<file path="config.mk">
export PLATFORM = sky130hd
export DESIGN_NAME = sg_dma_chan
export DESIGN_NICKNAME = d
export VERILOG_FILES = /design/src/rtl/sgdma_pkg.sv /design/src/rtl/sgdma_fifo.sv /design/src/rtl/sgdma_lanes.sv /design/src/rtl/sgdma_engine.sv /design/src/rtl/sg_dma_chan.sv
export SDC_FILE = /design/constraint.sdc
export NUM_CORES = 1
export LEC_CHECK = 0
export ABC_AREA = 0
export BUFFER_PORTS_ARGS = -buffer_cell sky130_fd_sc_hd__clkbuf_2
export CAP_MARGIN = 20
export CORE_ASPECT_RATIO = 2
export CORE_MARGIN = 5
export CORE_UTILIZATION = 42
export CTS_BUF_LIST = sky130_fd_sc_hd__clkbuf_16
export CTS_CLUSTER_SIZE = 25
export DETAILED_ROUTE_END_ITERATION = 10
export PLACE_DENSITY = 0.68
export SYNTH_ARGS = -nofsm -noshare
export SYNTH_HDL_FRONTEND = slang
export SYNTH_SLANG_ARGS = --single-unit
</file>
<file path="constraint.sdc">
create_clock -name clk -period 10.6 [get_ports clk]
set_input_delay 2.65 -clock clk [delete_from_list [all_inputs] [get_ports clk]]
set_output_delay 2.65 -clock clk [all_outputs]
set_load 0.05 [all_outputs]
</file>
<file path="src/rtl/sgdma_pkg.sv">
package sgdma_pkg;

    localparam int AW     = 32;
    localparam int DW     = 32;
    localparam int CNT_W  = 12;
    localparam int CTRL_W = 20;

    typedef enum logic [1:0] {
        WID_8   = 2'd0,
        WID_16  = 2'd1,
        WID_32  = 2'd2,
        WID_32B = 2'd3
    } wid_e;

    // Control word: [11:0] count, [13:12] burst code, [15:14] width,
    // [16] source step, [17] destination step, [18] tc interrupt,
    // [19] free-running (no peripheral request needed)
    typedef struct packed {
        logic             free_run;
        logic             tc_ie;
        logic             dst_inc;
        logic             src_inc;
        wid_e             width;
        logic [1:0]       burst;
        logic [CNT_W-1:0] count;
    } ctrl_t;

    typedef enum logic [2:0] {
        S_IDLE,
        S_WAIT,
        S_RD,
        S_WR,
        S_LINK,
        S_DESC
    } eng_state_e;

    function automatic logic [2:0] unit_bytes(wid_e w);
        case (w)
            WID_8:   return 3'd1;
            WID_16:  return 3'd2;
            default: return 3'd4;
        endcase
    endfunction

    function automatic logic [DW-1:0] unit_mask(wid_e w);
        case (w)
            WID_8:   return 32'h0000_00FF;
            WID_16:  return 32'h0000_FFFF;
            default: return 32'hFFFF_FFFF;
        endcase
    endfunction

    function automatic logic [3:0] byte_en(wid_e w);
        case (w)
            WID_8:   return 4'b0001;
            WID_16:  return 4'b0011;
            default: return 4'b1111;
        endcase
    endfunction

    // Bit offset of a unit inside the bus word for either byte order
    function automatic logic [4:0] lane_shift(logic [1:0] a, wid_e w, logic big);
        logic [1:0] lane;
        lane = big ? 2'(3'd4 - {1'b0, a} - unit_bytes(w)) : a;
        return {lane, 3'b000};
    endfunction

    function automatic int burst_units(logic [1:0] code, int depth);
        int u;
        u = 1 << code;
        return (u > depth) ? depth : u;
    endfunction

endpackage

</file>
<file path="src/rtl/sgdma_fifo.sv">
module sgdma_fifo #(
    parameter int W     = 32,
    parameter int DEPTH = 4
) (
    input  logic                       clk,
    input  logic                       rst,
    input  logic                       clr,
    input  logic                       push,
    input  logic                       pop,
    input  logic [W-1:0]               din,
    output logic [W-1:0]               dout,
    output logic [$clog2(DEPTH+1)-1:0] level
);
    localparam int PW = (DEPTH > 1) ? $clog2(DEPTH) : 1;
    localparam int LW = $clog2(DEPTH + 1);

    logic [W-1:0]  slot_q [DEPTH];
    logic [PW-1:0] rd_q, wr_q;
    logic [LW-1:0] level_q;

    function automatic logic [PW-1:0] bump(logic [PW-1:0] p);
        return (p == PW'(DEPTH - 1)) ? '0 : p + 1'b1;
    endfunction

    always_ff @(posedge clk) begin
        if (rst || clr) begin
            rd_q    <= '0;
            wr_q    <= '0;
            level_q <= '0;
        end else begin
            if (push) begin
                slot_q[wr_q] <= din;
                wr_q         <= bump(wr_q);
            end
            if (pop) begin
                rd_q <= bump(rd_q);
            end
            level_q <= level_q + LW'(push) - LW'(pop);
        end
    end

    assign dout  = slot_q[rd_q];
    assign level = level_q;

endmodule

</file>
<file path="src/rtl/sgdma_lanes.sv">
module sgdma_lanes
    import sgdma_pkg::*;
(
    input  logic [DW-1:0] rd_word,
    input  logic [DW-1:0] wr_unit,
    input  logic [1:0]    addr_lo,
    input  wid_e          width,
    input  logic          big,
    output logic [DW-1:0] rd_unit,
    output logic [DW-1:0] wr_word,
    output logic [3:0]    wr_strb
);
    logic [4:0] sh;

    assign sh      = lane_shift(addr_lo, width, big);
    assign rd_unit = (rd_word >> sh) & unit_mask(width);
    assign wr_word = (wr_unit & unit_mask(width)) << sh;
    assign wr_strb = byte_en(width) << sh[4:3];

endmodule

</file>
<file path="src/rtl/sgdma_engine.sv">
module sgdma_engine
    import sgdma_pkg::*;
#(
    parameter int DEPTH = 4
) (
    input  logic          clk,
    input  logic          rst,
    input  logic          start,
    input  logic [AW-1:0] cfg_src,
    input  logic [AW-1:0] cfg_dst,
    input  logic [AW-1:0] cfg_next,
    input  ctrl_t         cfg_ctrl,
    input  logic          req_single,
    input  logic          req_burst,
    input  logic          m_ready,
    input  logic          m_err,
    input  logic [DW-1:0] m_rdata,
    output logic          m_valid,
    output logic          m_write,
    output logic [AW-1:0] m_addr,
    output wid_e          cur_width,
    output logic          busy,
    output logic          push,
    output logic          pop,
    output logic          flush,
    output logic          req_done,
    output logic          done_tc,
    output logic          err_evt
);
    localparam int CHW = $clog2(DEPTH + 1);

    eng_state_e       state_q;
    logic [AW-1:0]    src_q, dst_q, lli_q, dbase_q;
    ctrl_t            ctl_q;
    logic [CNT_W-1:0] left_q;
    logic [CHW-1:0]   rd_n_q, wr_n_q;
    logic [1:0]       dix_q;

    logic             full_chunk, paced_go, beat_ok;
    logic [CNT_W-1:0] bu_c, chunk_c;
    logic [AW-1:0]    step;

    assign step       = AW'(unit_bytes(ctl_q.width));
    assign full_chunk = ctl_q.free_run | req_burst;
    assign paced_go   = full_chunk | req_single;
    assign bu_c       = CNT_W'(burst_units(ctl_q.burst, DEPTH));
    assign chunk_c    = full_chunk ? ((bu_c < left_q) ? bu_c : left_q) : CNT_W'(1);

    always_ff @(posedge clk) begin
        if (rst) begin
            state_q <= S_IDLE;
            src_q   <= '0;
            dst_q   <= '0;
            lli_q   <= '0;
            dbase_q <= '0;
            ctl_q   <= '0;
            left_q  <= '0;
            rd_n_q  <= '0;
            wr_n_q  <= '0;
            dix_q   <= '0;
        end else begin
            case (state_q)
                S_IDLE: begin
                    if (start) begin
                        src_q   <= cfg_src;
                        dst_q   <= cfg_dst;
                        lli_q   <= cfg_next;
                        ctl_q   <= cfg_ctrl;
                        left_q  <= cfg_ctrl.count;
                        state_q <= S_WAIT;
                    end
                end
                S_WAIT: begin
                    if (left_q == '0) begin
                        state_q <= S_LINK;
                    end else if (paced_go) begin
                        rd_n_q  <= CHW'(chunk_c);
                        wr_n_q  <= CHW'(chunk_c);
                        state_q <= S_RD;
                    end
                end
                S_RD: begin
                    if (m_ready) begin
                        if (m_err) begin
                            state_q <= S_IDLE;
                        end else begin
                            if (ctl_q.src_inc) src_q <= src_q + step;
                            rd_n_q <= rd_n_q - 1'b1;
                            if (rd_n_q == CHW'(1)) state_q <= S_WR;
                        end
                    end
                end
                S_WR: begin
                    if (m_ready) begin
                        if (m_err) begin
                            state_q <= S_IDLE;
                        end else begin
                            if (ctl_q.dst_inc) dst_q <= dst_q + step;
                            left_q <= left_q - 1'b1;
                            wr_n_q <= wr_n_q - 1'b1;
                            if (wr_n_q == CHW'(1)) state_q <= S_WAIT;
                        end
                    end
                end
                S_LINK: begin
                    if (lli_q != '0) begin
                        dbase_q <= lli_q;
                        dix_q   <= '0;
                        state_q <= S_DESC;
                    end else begin
                        state_q <= S_IDLE;
                    end
                end
                S_DESC: begin
                    if (m_ready) begin
                        if (m_err) begin
                            state_q <= S_IDLE;
                        end else begin
                            case (dix_q)
                                2'd0: src_q <= m_rdata;
                                2'd1: dst_q <= m_rdata;
                                2'd2: lli_q <= m_rdata;
                                default: begin
                                    ctl_q  <= ctrl_t'(m_rdata[CTRL_W-1:0]);
                                    left_q <= m_rdata[CNT_W-1:0];
                                end
                            endcase
                            dix_q <= dix_q + 1'b1;
                            if (dix_q == 2'd3) state_q <= S_WAIT;
                        end
                    end
                end
                default: state_q <= S_IDLE;
            endcase
        end
    end

    always_comb begin
        case (state_q)
            S_RD:    m_addr = src_q;
            S_WR:    m_addr = dst_q;
            S_DESC:  m_addr = dbase_q + AW'({dix_q, 2'b00});
            default: m_addr = '0;
        endcase
    end

    assign m_valid   = (state_q == S_RD) | (state_q == S_WR) | (state_q == S_DESC);
    assign m_write   = (state_q == S_WR);
    assign beat_ok   = m_valid & m_ready & ~m_err;
    assign err_evt   = m_valid & m_ready & m_err;
    assign flush     = err_evt;
    assign push      = (state_q == S_RD) & beat_ok;
    assign pop       = (state_q == S_WR) & beat_ok;
    assign req_done  = pop & (wr_n_q == CHW'(1)) & ~ctl_q.free_run;
    assign done_tc   = (state_q == S_LINK) & (lli_q == '0) & ctl_q.tc_ie;
    assign cur_width = ctl_q.width;
    assign busy      = (state_q != S_IDLE);

endmodule

</file>
<file path="src/rtl/sg_dma_chan.sv">
module sg_dma_chan
    import sgdma_pkg::*;
#(
    parameter int FIFO_DEPTH = 4
) (
    input  logic              clk,
    input  logic              rst,
    input  logic              cfg_start,
    input  logic [AW-1:0]     cfg_src,
    input  logic [AW-1:0]     cfg_dst,
    input  logic [AW-1:0]     cfg_next,
    input  logic [CTRL_W-1:0] cfg_ctrl,
    input  logic              cfg_big_endian,
    input  logic              req_single,
    input  logic              req_burst,
    output logic              req_done,
    output logic              m_valid,
    output logic              m_write,
    output logic [AW-1:0]     m_addr,
    output logic [DW-1:0]     m_wdata,
    output logic [3:0]        m_strb,
    input  logic [DW-1:0]     m_rdata,
    input  logic              m_ready,
    input  logic              m_err,
    output logic              busy,
    input  logic [1:0]        int_en,
    input  logic [1:0]        int_clr,
    output logic              raw_tc,
    output logic              raw_err,
    output logic              irq_tc,
    output logic              irq_err
);
    localparam int LW = $clog2(FIFO_DEPTH + 1);

    logic            endian_q, raw_tc_q, raw_err_q;
    logic            push, pop, flush, done_tc, err_evt;
    wid_e            cur_width;
    logic [DW-1:0]   rd_unit, fifo_head;
    logic [LW-1:0]   fifo_level;

    sgdma_engine #(.DEPTH(FIFO_DEPTH)) u_eng (
        .clk        (clk),
        .rst        (rst),
        .start      (cfg_start),
        .cfg_src    (cfg_src),
        .cfg_dst    (cfg_dst),
        .cfg_next   (cfg_next),
        .cfg_ctrl   (ctrl_t'(cfg_ctrl)),
        .req_single (req_single),
        .req_burst  (req_burst),
        .m_ready    (m_ready),
        .m_err      (m_err),
        .m_rdata    (m_rdata),
        .m_valid    (m_valid),
        .m_write    (m_write),
        .m_addr     (m_addr),
        .cur_width  (cur_width),
        .busy       (busy),
        .push       (push),
        .pop        (pop),
        .flush      (flush),
        .req_done   (req_done),
        .done_tc    (done_tc),
        .err_evt    (err_evt)
    );

    sgdma_lanes u_lanes (
        .rd_word (m_rdata),
        .wr_unit (fifo_head),
        .addr_lo (m_addr[1:0]),
        .width   (cur_width),
        .big     (endian_q),
        .rd_unit (rd_unit),
        .wr_word (m_wdata),
        .wr_strb (m_strb)
    );

    sgdma_fifo #(.W(DW), .DEPTH(FIFO_DEPTH)) u_fifo (
        .clk   (clk),
        .rst   (rst),
        .clr   (flush),
        .push  (push),
        .pop   (pop),
        .din   (rd_unit),
        .dout  (fifo_head),
        .level (fifo_level)
    );

    always_ff @(posedge clk) begin
        if (rst) begin
            endian_q  <= 1'b0;
            raw_tc_q  <= 1'b0;
            raw_err_q <= 1'b0;
        end else begin
            if (cfg_start && !busy) endian_q <= cfg_big_endian;
            if (done_tc)         raw_tc_q <= 1'b1;
            else if (int_clr[0]) raw_tc_q <= 1'b0;
            if (err_evt)         raw_err_q <= 1'b1;
            else if (int_clr[1]) raw_err_q <= 1'b0;
        end
    end

    assign raw_tc  = raw_tc_q;
    assign raw_err = raw_err_q;
    assign irq_tc  = raw_tc_q & int_en[0];
    assign irq_err = raw_err_q & int_en[1];

endmodule

</file>
After elaboration in Yosys (flattened, before gate mapping)
Memories as Yosys holds them, arrays and structs flattened. A register that Yosys moved wholly into a read port is not among the register bits.
Cells that the tools add are included.

word-level totals
  flip-flop bits (word level) = 166
  RAM bits = 128
  bits of input ports = 160
  memories = 1

memories
  name           words  width  read ports  clocked after Yosys merged registers in  write ports  RTL line          RTL
  u_fifo.slot_q  4      32     1           1                                        1            sgdma_fifo.sv:17  logic [W-1:0] slot_q [DEPTH];

operators by class
  add/sub/neg operators = 11
  $lt $le $gt $ge = 2
  equality and inequality tests = 33
  shift-type cells = 4
  multiplexer cells = 78
  bitwise operators = 19
  reductions and logical operators = 29

operators by type and width
  operator                                                                number
  32-bit two-way mux                                                      18
  32-bit one-hot mux with 3 select lines                                  3
  32-bit one-hot mux with 2 select lines                                  2
  12-bit two-way mux                                                      7
  20-bit two-way mux                                                      4
  32-bit by 3-bit adder with 32-bit output                                2
  32-bit AND                                                              2
  3-bit two-way mux                                                       21
  20-bit one-hot mux with 2 select lines                                  1
  12-bit one-hot mux with 3 select lines                                  1
  32-bit by 4-bit adder with 32-bit output                                1
  32-bit by 4-bit > comparator with 1-bit output (second input constant)  1
  32-bit logical NOT                                                      1
  32-bit nonzero test                                                     1
  1-bit by 2-bit left shift with 32-bit output (first input constant)     1
  32-bit by 5-bit left shift with 32-bit output                           1
  32-bit by 5-bit right shift with 32-bit output                          1
  8-bit AND reduction                                                     3
  2-bit inequality test (second input constant)                           11
  5-bit AND reduction                                                     4
  3-bit one-hot mux with 2 select lines                                   3
  3-bit one-hot mux with 6 select lines                                   1
  2-bit two-way mux                                                       8
  12-bit logical NOT                                                      1
  32 further kinds                                                        77

Longest topological paths before layout
Gate-level depths: netlist (run 1).

  depth in word-level cells = 9
  depth in mapped cells = 12

Cells and area by module
Synthesis (run 1) repeated with hierarchy kept, for this count alone.

unflattened totals
  cell total of the unflattened synthesis = 1864
  area, all modules = 17658.2 um^2

modules (own cells, without submodules)
  module        times used  cells each  area each (um^2)
  sgdma_engine  1           1421        10865.4
  sgdma_fifo    1           210         5107.4
  sgdma_lanes   1           218         1554.0
  sg_dma_chan   1           15          131.4

Worst setup path before layout (run 1)
No wires, ideal clock.

  path type = input -> output
  start = input m_ready
  end = output req_done
  arrival = 4222 ps
  slack = 3728 ps
  cell stages on the path = 4
  path buffers = 1
  cell sequence = nor2b_1 -> clkbuf_1 -> nand3b_1 -> nor3_1

between the ends
  longest elaborated chain between the ends = 5

RTL lines
  what                     RTL line             RTL
  start: declaration       sg_dma_chan.sv:23    input logic m_ready,
  1-bit AND (2 in series)  sgdma_engine.sv:149  assign beat_ok = m_valid & m_ready & ~m_err;
  1-bit AND                sgdma_engine.sv:153  assign pop = (state_q == S_WR) & beat_ok;
  1-bit AND (2 in series)  sgdma_engine.sv:154  assign req_done = pop & (wr_n_q == CHW'(1)) & ~ctl_q.free_run;
  end: declaration         sg_dma_chan.sv:16    output logic req_done,

Every way passes these cells.

Final worst setup path (run 1)
  start = register u_eng.state_q[0]
  end = output m_wdata[20]

between the ends
  longest elaborated chain between the ends = 6
  elaborated cells on any way between the ends = 8
  those cells by class = 2 x add/sub; 3 x eq/ne; 1 x shift; 2 x mux

RTL lines
  what                                                                       RTL line             RTL
  start: declaration                                                         sgdma_engine.sv:32   eng_state_e state_q;
  start signal: assignment                                                   sgdma_engine.sv:51   state_q <= S_IDLE;
  start signal: assignment                                                   sgdma_engine.sv:70   state_q <= S_WAIT;
  start signal: assignment                                                   sgdma_engine.sv:75   state_q <= S_LINK;
  3-bit == test or 3-bit by 2-bit == test with 1-bit output (tied branches)  sgdma_engine.sv:139  case (state_q)
  32-bit one-hot mux with 3 select lines *                                   sgdma_engine.sv:139
  1-bit by 2-bit subtractor with 2-bit output                                sgdma_pkg.sv:64      lane = big ? 2'(3'd4 - {1'b0, a} - unit_bytes(w)) : a;
  2-bit subtractor                                                           sgdma_pkg.sv:64
  2-bit two-way mux *                                                        sgdma_pkg.sv:64
  32-bit by 5-bit left shift with 32-bit output *                            sgdma_lanes.sv:17    assign wr_word = (wr_unit & unit_mask(width)) << sh;
  end: declaration                                                           sg_dma_chan.sv:20    output logic [DW-1:0] m_wdata,

Mark *: on every way between the ends. The rest lies on a longest branch, timed or not.

==> results.json, run 1 <==
{
  "status": "complete, no violations",
  "criticalPathCategory": "flip-flop to output pin",
  "ir_worst_vdd_mv": 0.129,
  "grt_pass1_vias": 15600,
  "arrival_ns": 4.57,
  "rsz0062_at_grt": "false",
  "syn_area_mm2": 0.0166,
  "final_util": 0.488,
  "root_buffer": "clkbuf_16",
  "startpoint": "u_eng.state_q[0]$_SDFFE_PP0P_",
  "drt_wl_total_mm": 66.3,
  "layout_commonest_cell": "clkbuf_2",
  "gp_congestion": 0.969,
  "r2r_cells": 12,
  "hold_buffers": 0,
  "antenna_found_initial": 1,
  "rows": 103,
  "fmax_mhz": 139,
  "path_clk_slew_ns": 0.07,
  "finalPower_w": 0.00462,
  "fillCellCount": 3758,
  "r2r_end": "u_fifo.slot_q[0][30]$_DFFE_PP_",
  "cellLeakagePower_nw": 7.26,
  "syn-num-nets": 1978,
  "clock_sinks": 296,
  "wl_per_cell_um": 26.5,
  "die_area_mm2": 0.0438,
  "clk_latency_ns": 0.56,
  "via_per_inst": 6.34,
  "path_delay_family": "buffers and inverters",
  "die_h_um": 291,
  "drt_pass1_iterations": 5,
  "critical_path.cell_chain": "buf_4 > inv_1 > a21oi_1 > a21oi_1 > buf_4 > ha_1 > xnor2_1 > nand2_1 > xnor2_2 > buf_4 > and2_0 > o2bb2ai_1 > clkbuf_2",
  "numPortBuffers": 235,
  "synth-edff-count": 128,
  "antenna_left": 0,
  "cts-buffers-inserted": 28,
  "ys_ff_latch": 296,
  "yosysUniqueCellTypes": 83,
  "layout_common_cells": "clkbuf_2 (234), nand2_1 (197), nor2_1 (173)",
  "fin_setup_tns_ns": 0,
  "avgSynthCellArea_um2": 9.28,
  "clk_path_buf_depth": 3,
  "post_cts_buffers": 0,
  "ys_warn_count": 0,
  "rrSetupSlack_ns": 6.46,
  "p_per_area_mw_per_mm2": 241,
  "cp-end-kind": "output pin",
  "crit_path_end": "m_wdata[20]",
  "drc": 0,
  "core-area_mm2": 0.0393,
  "area_delta_synth_final_pct": 15.6,
  "relSlewSlack": 0.276,
  "ctsResizeCount": 0,
  "grt_max_degree": 81,
  "drt_iter0_markers": 1640,
  "track_usage": 0.292,
  "fin_skew_ns": 0.0124,
  "async_reset_ff_frac": 0,
  "ys_seq_area_frac": 0.434,
  "cp_slowest_cell": "buf_4",
  "hold_viol_final": 0,
  "crit_buf_inv": 5,
  "tightest_slew_ns": 1.08,
  "worstSetupStartpointType": "flip-flop",
  "grt_pass1_wl_mm": 96.2,
  "synth_flop_cell": "dfxtp_1",
  "slowest_delay_ns": 0.52,
  "via_count": 15900,
  "die_width_um": 151,
  "nNetsFinal": 2147,
  "synthCells": 1789,
  "hold_path.class": "flip-flop to flip-flop",
  "cp_num_cells": 13,
  "worst-path-max-fanout": 47,
  "finalCritPeriodShare": 0.681,
  "synth_top_area_cell": "edfxtp_1",
  "dp_hpwl_mm": 49.7,
  "grt-ovfl-total": 0,
  "maxCapViolations": 0,
  "drive_gt1_frac": 0.194,
  "htree_num_levels": 1,
  "synthTopCellsByArea": "edfxtp_1 (23%), dfxtp_1 (20%), mux2i_1 (5.4%)",
  "initial_utilization": 0.422,
  "worst_ep_required_time_ns": 7.95,
  "fin_crit_ns": 7.22,
  "cts_tree": "built",
  "r2r-start": "u_eng.state_q[0]$_SDFFE_PP0P_",
  "finalSetupViolCount": 0,
  "cpMostUsedCell": "buf_4",
  "synth_top_area_share": 0.232,
  "final_max_slew_viol_count": 0,
  "io_pins": 236
}
-- report_power, final --
part | switching, W | internal (W) | leakage [nW] | total (W)
registers | 0.000256 | 0.00139 | 2.54 | 0.00165
clock network | 0.000462 | 0.000617 | 0.470 | 0.00108
logic | 0.00130 | 0.000604 | 4.25 | 0.00190
total | 0.00201 | 0.00261 | 7.26 | 0.00462
-- cell families (layout without fill, tap and decap cells) --
group	count (synthesis)	in the layout	synth area share
buffers and inverters	162	351	0.0384
AOI/OAI and AO/OA	509	509	0.200
DFF	296	296	0.434
adders and majority gates	29	29	0.0223
and+or+nand+nor	624	624	0.181
muxes	132	132	0.104
xor gates and xnor gates	36	36	0.0194
other	1	2	0.000226
-- metrics by stage --
step / instance area [µm²] / setup WS [ns] / hold WS (ns) / std cells
6_report: 19200 / 3.38 / 0.482 / 2504
5_1_grt: 19200 / 3.17 / 0.516 / 2503
4_1_cts: 19200 / 3.48 / 0.480 / 2502
3_5_place_dp: 18200 / 3.93 / 0.472 / 2452
3_3_place_gp: 18200 / 3.96 / 0.464 / 2452
2_1_floorplan: 16600 / 3.73 / 0.444 / 1789
-- registers in the layout (all words and copies together) (netlist names), named ones only --
signal / flops
u_fifo.rd_q: 2
u_eng.dix_q: 2
u_eng.src_q: 32
u_eng.left_q: 12
u_eng.cur_width: 2
u_eng.dst_q: 32
u_fifo.wr_q: 2
u_eng.wr_n_q: 3
u_fifo.slot_q: 128
u_eng.ctl_q: 6
u_eng.lli_q: 32
raw_tc: 1
raw_err: 1
u_eng.rd_n_q: 3
endian_q: 1
u_eng.state_q: 3
u_eng.dbase_q: 32
-- routing by layer --
layer | track usage | routed length [µm]
met5 | 0 | 0
met4 | 0.244 | 6980
met3 | 0.0428 | 5100
met2 | 0.480 | 31600
met1 | 0.326 | 22700
-- final cells by class --
class / instances / area [µm²] / area share
Inverter: 30 / 113 / 0.00587
Multi-Input combinational cell: 1331 / 8810 / 0.459
Antenna cell: 1 / 2.50 / 0.000130
Timing Repair Buffer: 271 / 1450 / 0.0755
Sequential cell: 296 / 7210 / 0.376
Clock inverter: 21 / 233 / 0.0121
Clock buffer: 29 / 726 / 0.0378
Tap cell: 525 / 657 / 0.0342
-- synth_stat cells, types with 28 or more instances --
cell	number
nand3_1	45
and2_1	28
a21oi_1	142
mux2i_1	90
ha_1	28
edfxtp_1	128
o22ai_1	37
dfxtp_1	168
nor2_1	174
a31oi_1	30
o21ai_0	87
and3_1	36
clkbuf_1	107
nand2_1	197
mux4_2	32
nand4_1	29
-- worst register-to-register path, cell delays in order (launching register included) --
cell	delay [ns]
dfxtp_2	0.31
buf_4	0.52
inv_1	0.49
a21oi_1	0.42
a21oi_1	0.08
buf_4	0.22
ha_1	0.21
xnor2_1	0.15
nand2_1	0.15
xor2_2	0.18
buf_4	0.41
and2_0	0.46
and3_1	0.36
-- how the worst min path moves through the flow --
stage                                   from                             to  slack (ns)  cells after the start
4_1_cts          u_fifo.rd_q[1]$_SDFFE_PP0N_                      flip-flop        0.48                      2
3_3_place_gp    u_eng.left_q[8]$_SDFFE_PP0P_   u_eng.left_q[8]$_SDFFE_PP0P_        0.46                      2
6_report        u_eng.left_q[8]$_SDFFE_PP0P_   u_eng.left_q[8]$_SDFFE_PP0P_        0.48                      2
2_1_floorplan  u_eng.left_q[11]$_SDFFE_PP0P_  u_eng.left_q[11]$_SDFFE_PP0P_        0.44                      2
5_1_grt          u_fifo.rd_q[1]$_SDFFE_PP0N_                      flip-flop        0.52                      2
3_5_place_dp   u_eng.left_q[11]$_SDFFE_PP0P_  u_eng.left_q[11]$_SDFFE_PP0P_        0.47                      2
(Power assumes the default switching activity.)
==> inputs of run 2 (changes only) <==
==> constraint.sdc (replaced) <==
create_clock -name clk -period 7.1 [get_ports clk]
set_input_delay 1.775 -clock clk [delete_from_list [all_inputs] [get_ports clk]]
set_output_delay 1.775 -clock clk [all_outputs]
set_load 0.05 [all_outputs]
==> results.json, run 2 (same netlist as run 1, synthesis figures left out) <==
{
  "dp_hpwl_mm": 49.9,
  "clk_latency_ns": 0.56,
  "via_count": 15900,
  "drt_wl_total_mm": 66.9,
  "initial_utilization": 0.422,
  "gp_congestion": 0.992,
  "r2r_end": "u_fifo.slot_q[0][22]$_DFFE_PP_",
  "final_cell_area_mm2": 0.0192,
  "drive_gt1_frac": 0.196,
  "fillCellCount": 3762,
  "wl_per_cell_um": 26.7,
  "top_layer": "met4",
  "io_pins": 236,
  "placed_area_mm2": 0.0182,
  "hold_viol_final": 0,
  "grt_pass1_wl_mm": 96.7,
  "die_h_um": 291,
  "drt_iter0_markers": 1545,
  "cellLeakagePower_nw": 7.25,
  "grt_max_degree": 86,
  "die_area_mm2": 0.0438,
  "met2_length_mm": 31.9,
  "clock_sinks": 296,
  "die_width_um": 151,
  "ir_worst_vdd_mv": 0.195,
  "r2r-start": "u_eng.state_q[1]$_SDFFE_PP0P_",
  "p_per_area_mw_per_mm2": 359,
  "worst_ep_required_time_ns": 5.33,
  "finalSetupViolCount": 0,
  "cts_tree": "built",
  "rrSetupSlack_ns": 3.25,
  "cts-buffers-inserted": 27,
  "cp-end-kind": "output pin",
  "status": "complete, no violations",
  "maxCapViolations": 0,
  "worstSetupStartpointType": "flip-flop",
  "fin_setup_tns_ns": 0,
  "arrival_ns": 4.34,
  "layout_common_cells": "clkbuf_2 (234), nand2_1 (197), nor2_1 (173)",
  "startpoint": "u_eng.state_q[1]$_SDFFE_PP0P_",
  "crit_path_end": "m_wdata[29]",
  "place_ws_ns": 1.69,
  "htree_num_levels": 1,
  "drc": 0,
  "path_clk_slew_ns": 0.08,
  "antenna_left": 0,
  "core-area_mm2": 0.0393,
  "antenna_found_initial": 1,
  "largest_reg_flops": 128,
  "ctsResizeCount": 0,
  "via_per_inst": 6.36,
  "hold_buffers": 0,
  "root_buffer": "clkbuf_16",
  "relSlewSlack": 0.348,
  "nNetsFinal": 2146,
  "setup_slack_ns": 0.988,
  "tightest_slew_ns": 0.979,
  "r2r_cells": 11,
  "final_max_slew_viol_count": 0,
  "worst-path-max-fanout": 34,
  "wl_met3_mm": 5.30,
  "rows": 103,
  "clk_path_buf_depth": 3,
  "numPortBuffers": 235,
  "post_cts_buffers": 0,
  "rsz0062_at_grt": "false",
  "area_delta_synth_final_pct": 15.5,
  "finalCritPeriodShare": 0.861,
  "track_usage": 0.293,
  "drt_pass1_iterations": 5,
  "hold_path.class": "flip-flop to flip-flop",
  "fin_skew_ns": 0.0183,
  "grt_pass1_vias": 15200,
  "fin_crit_ns": 6.11,
  "grt-ovfl-total": 0,
  "regMostFlops": "u_fifo.slot_q",
  "fmax_mhz": 164,
  "met1_length_mm": 22.9,
  "layout_commonest_cell": "clkbuf_2",
  "criticalPathCategory": "flip-flop to output pin"
}
run 2: per-layer routing:
layer  up-vias  track usage
met5         -            0
li1       7069            -
met4         0        0.236
met2       950        0.483
met3       248       0.0388
met1      7645        0.334
run 2: how the worst min path moves through the flow:
stage / from / endpoint / slack [ns] / cells past startpoint
6_report: raw_err$_SDFFE_PP0P_ / raw_err$_SDFFE_PP0P_ / 0.49 / 2
2_1_floorplan: u_eng.left_q[11]$_SDFFE_PP0P_ / u_eng.left_q[11]$_SDFFE_PP0P_ / 0.44 / 2
5_1_grt: raw_err$_SDFFE_PP0P_ / raw_err$_SDFFE_PP0P_ / 0.51 / 2
3_5_place_dp: u_eng.left_q[11]$_SDFFE_PP0P_ / u_eng.left_q[11]$_SDFFE_PP0P_ / 0.48 / 2
4_1_cts: u_eng.left_q[11]$_SDFFE_PP0P_ / u_eng.left_q[11]$_SDFFE_PP0P_ / 0.49 / 2
3_3_place_gp: u_eng.left_q[11]$_SDFFE_PP0P_ / u_eng.left_q[11]$_SDFFE_PP0P_ / 0.46 / 2
run 2: metrics by stage:
stage	utilization	hold WS (ns)	total power, W	instances
CTS	0.488	0.489	0.00683	2501
finish	0.488	0.491	0.00689	2503
global placement	0.464	0.458	0.00520	2452
global route	0.488	0.512	0.00718	2502
floorplan	-	0.444	0.00436	1789
detailed placement	0.464	0.478	0.00526	2452
run 2: cell type report:
type,instances,area [µm²],area share
diodes,1,2.50,0.000130
clock buffers,28,701,0.0365
clock inverters,21,238,0.0124
inverters,30,113,0.00587
multi-input cells,1331,8810,0.459
flip-flops and latches,296,7210,0.376
well taps,525,657,0.0343
repair buffers,271,1450,0.0756
run 2: power breakdown:
group	switching [W]	internal [W]
Combinational	0.00193	0.000904
Sequential	0.000398	0.00207
Clock	0.000710	0.000874
run 2: worst max-delay path: stages (launching register included):
cell and delay [ns]:
dfxtp_1 0.83, nand3b_1 0.13, a21oi_1 0.30, a21oi_1 0.07
buf_4 0.20, ha_1 0.20, xnor2_1 0.15, nand2_1 0.14
xor2_2 0.15, buf_4 0.38, nand2_1 0.51, o22ai_1 0.34
clkbuf_2 0.33
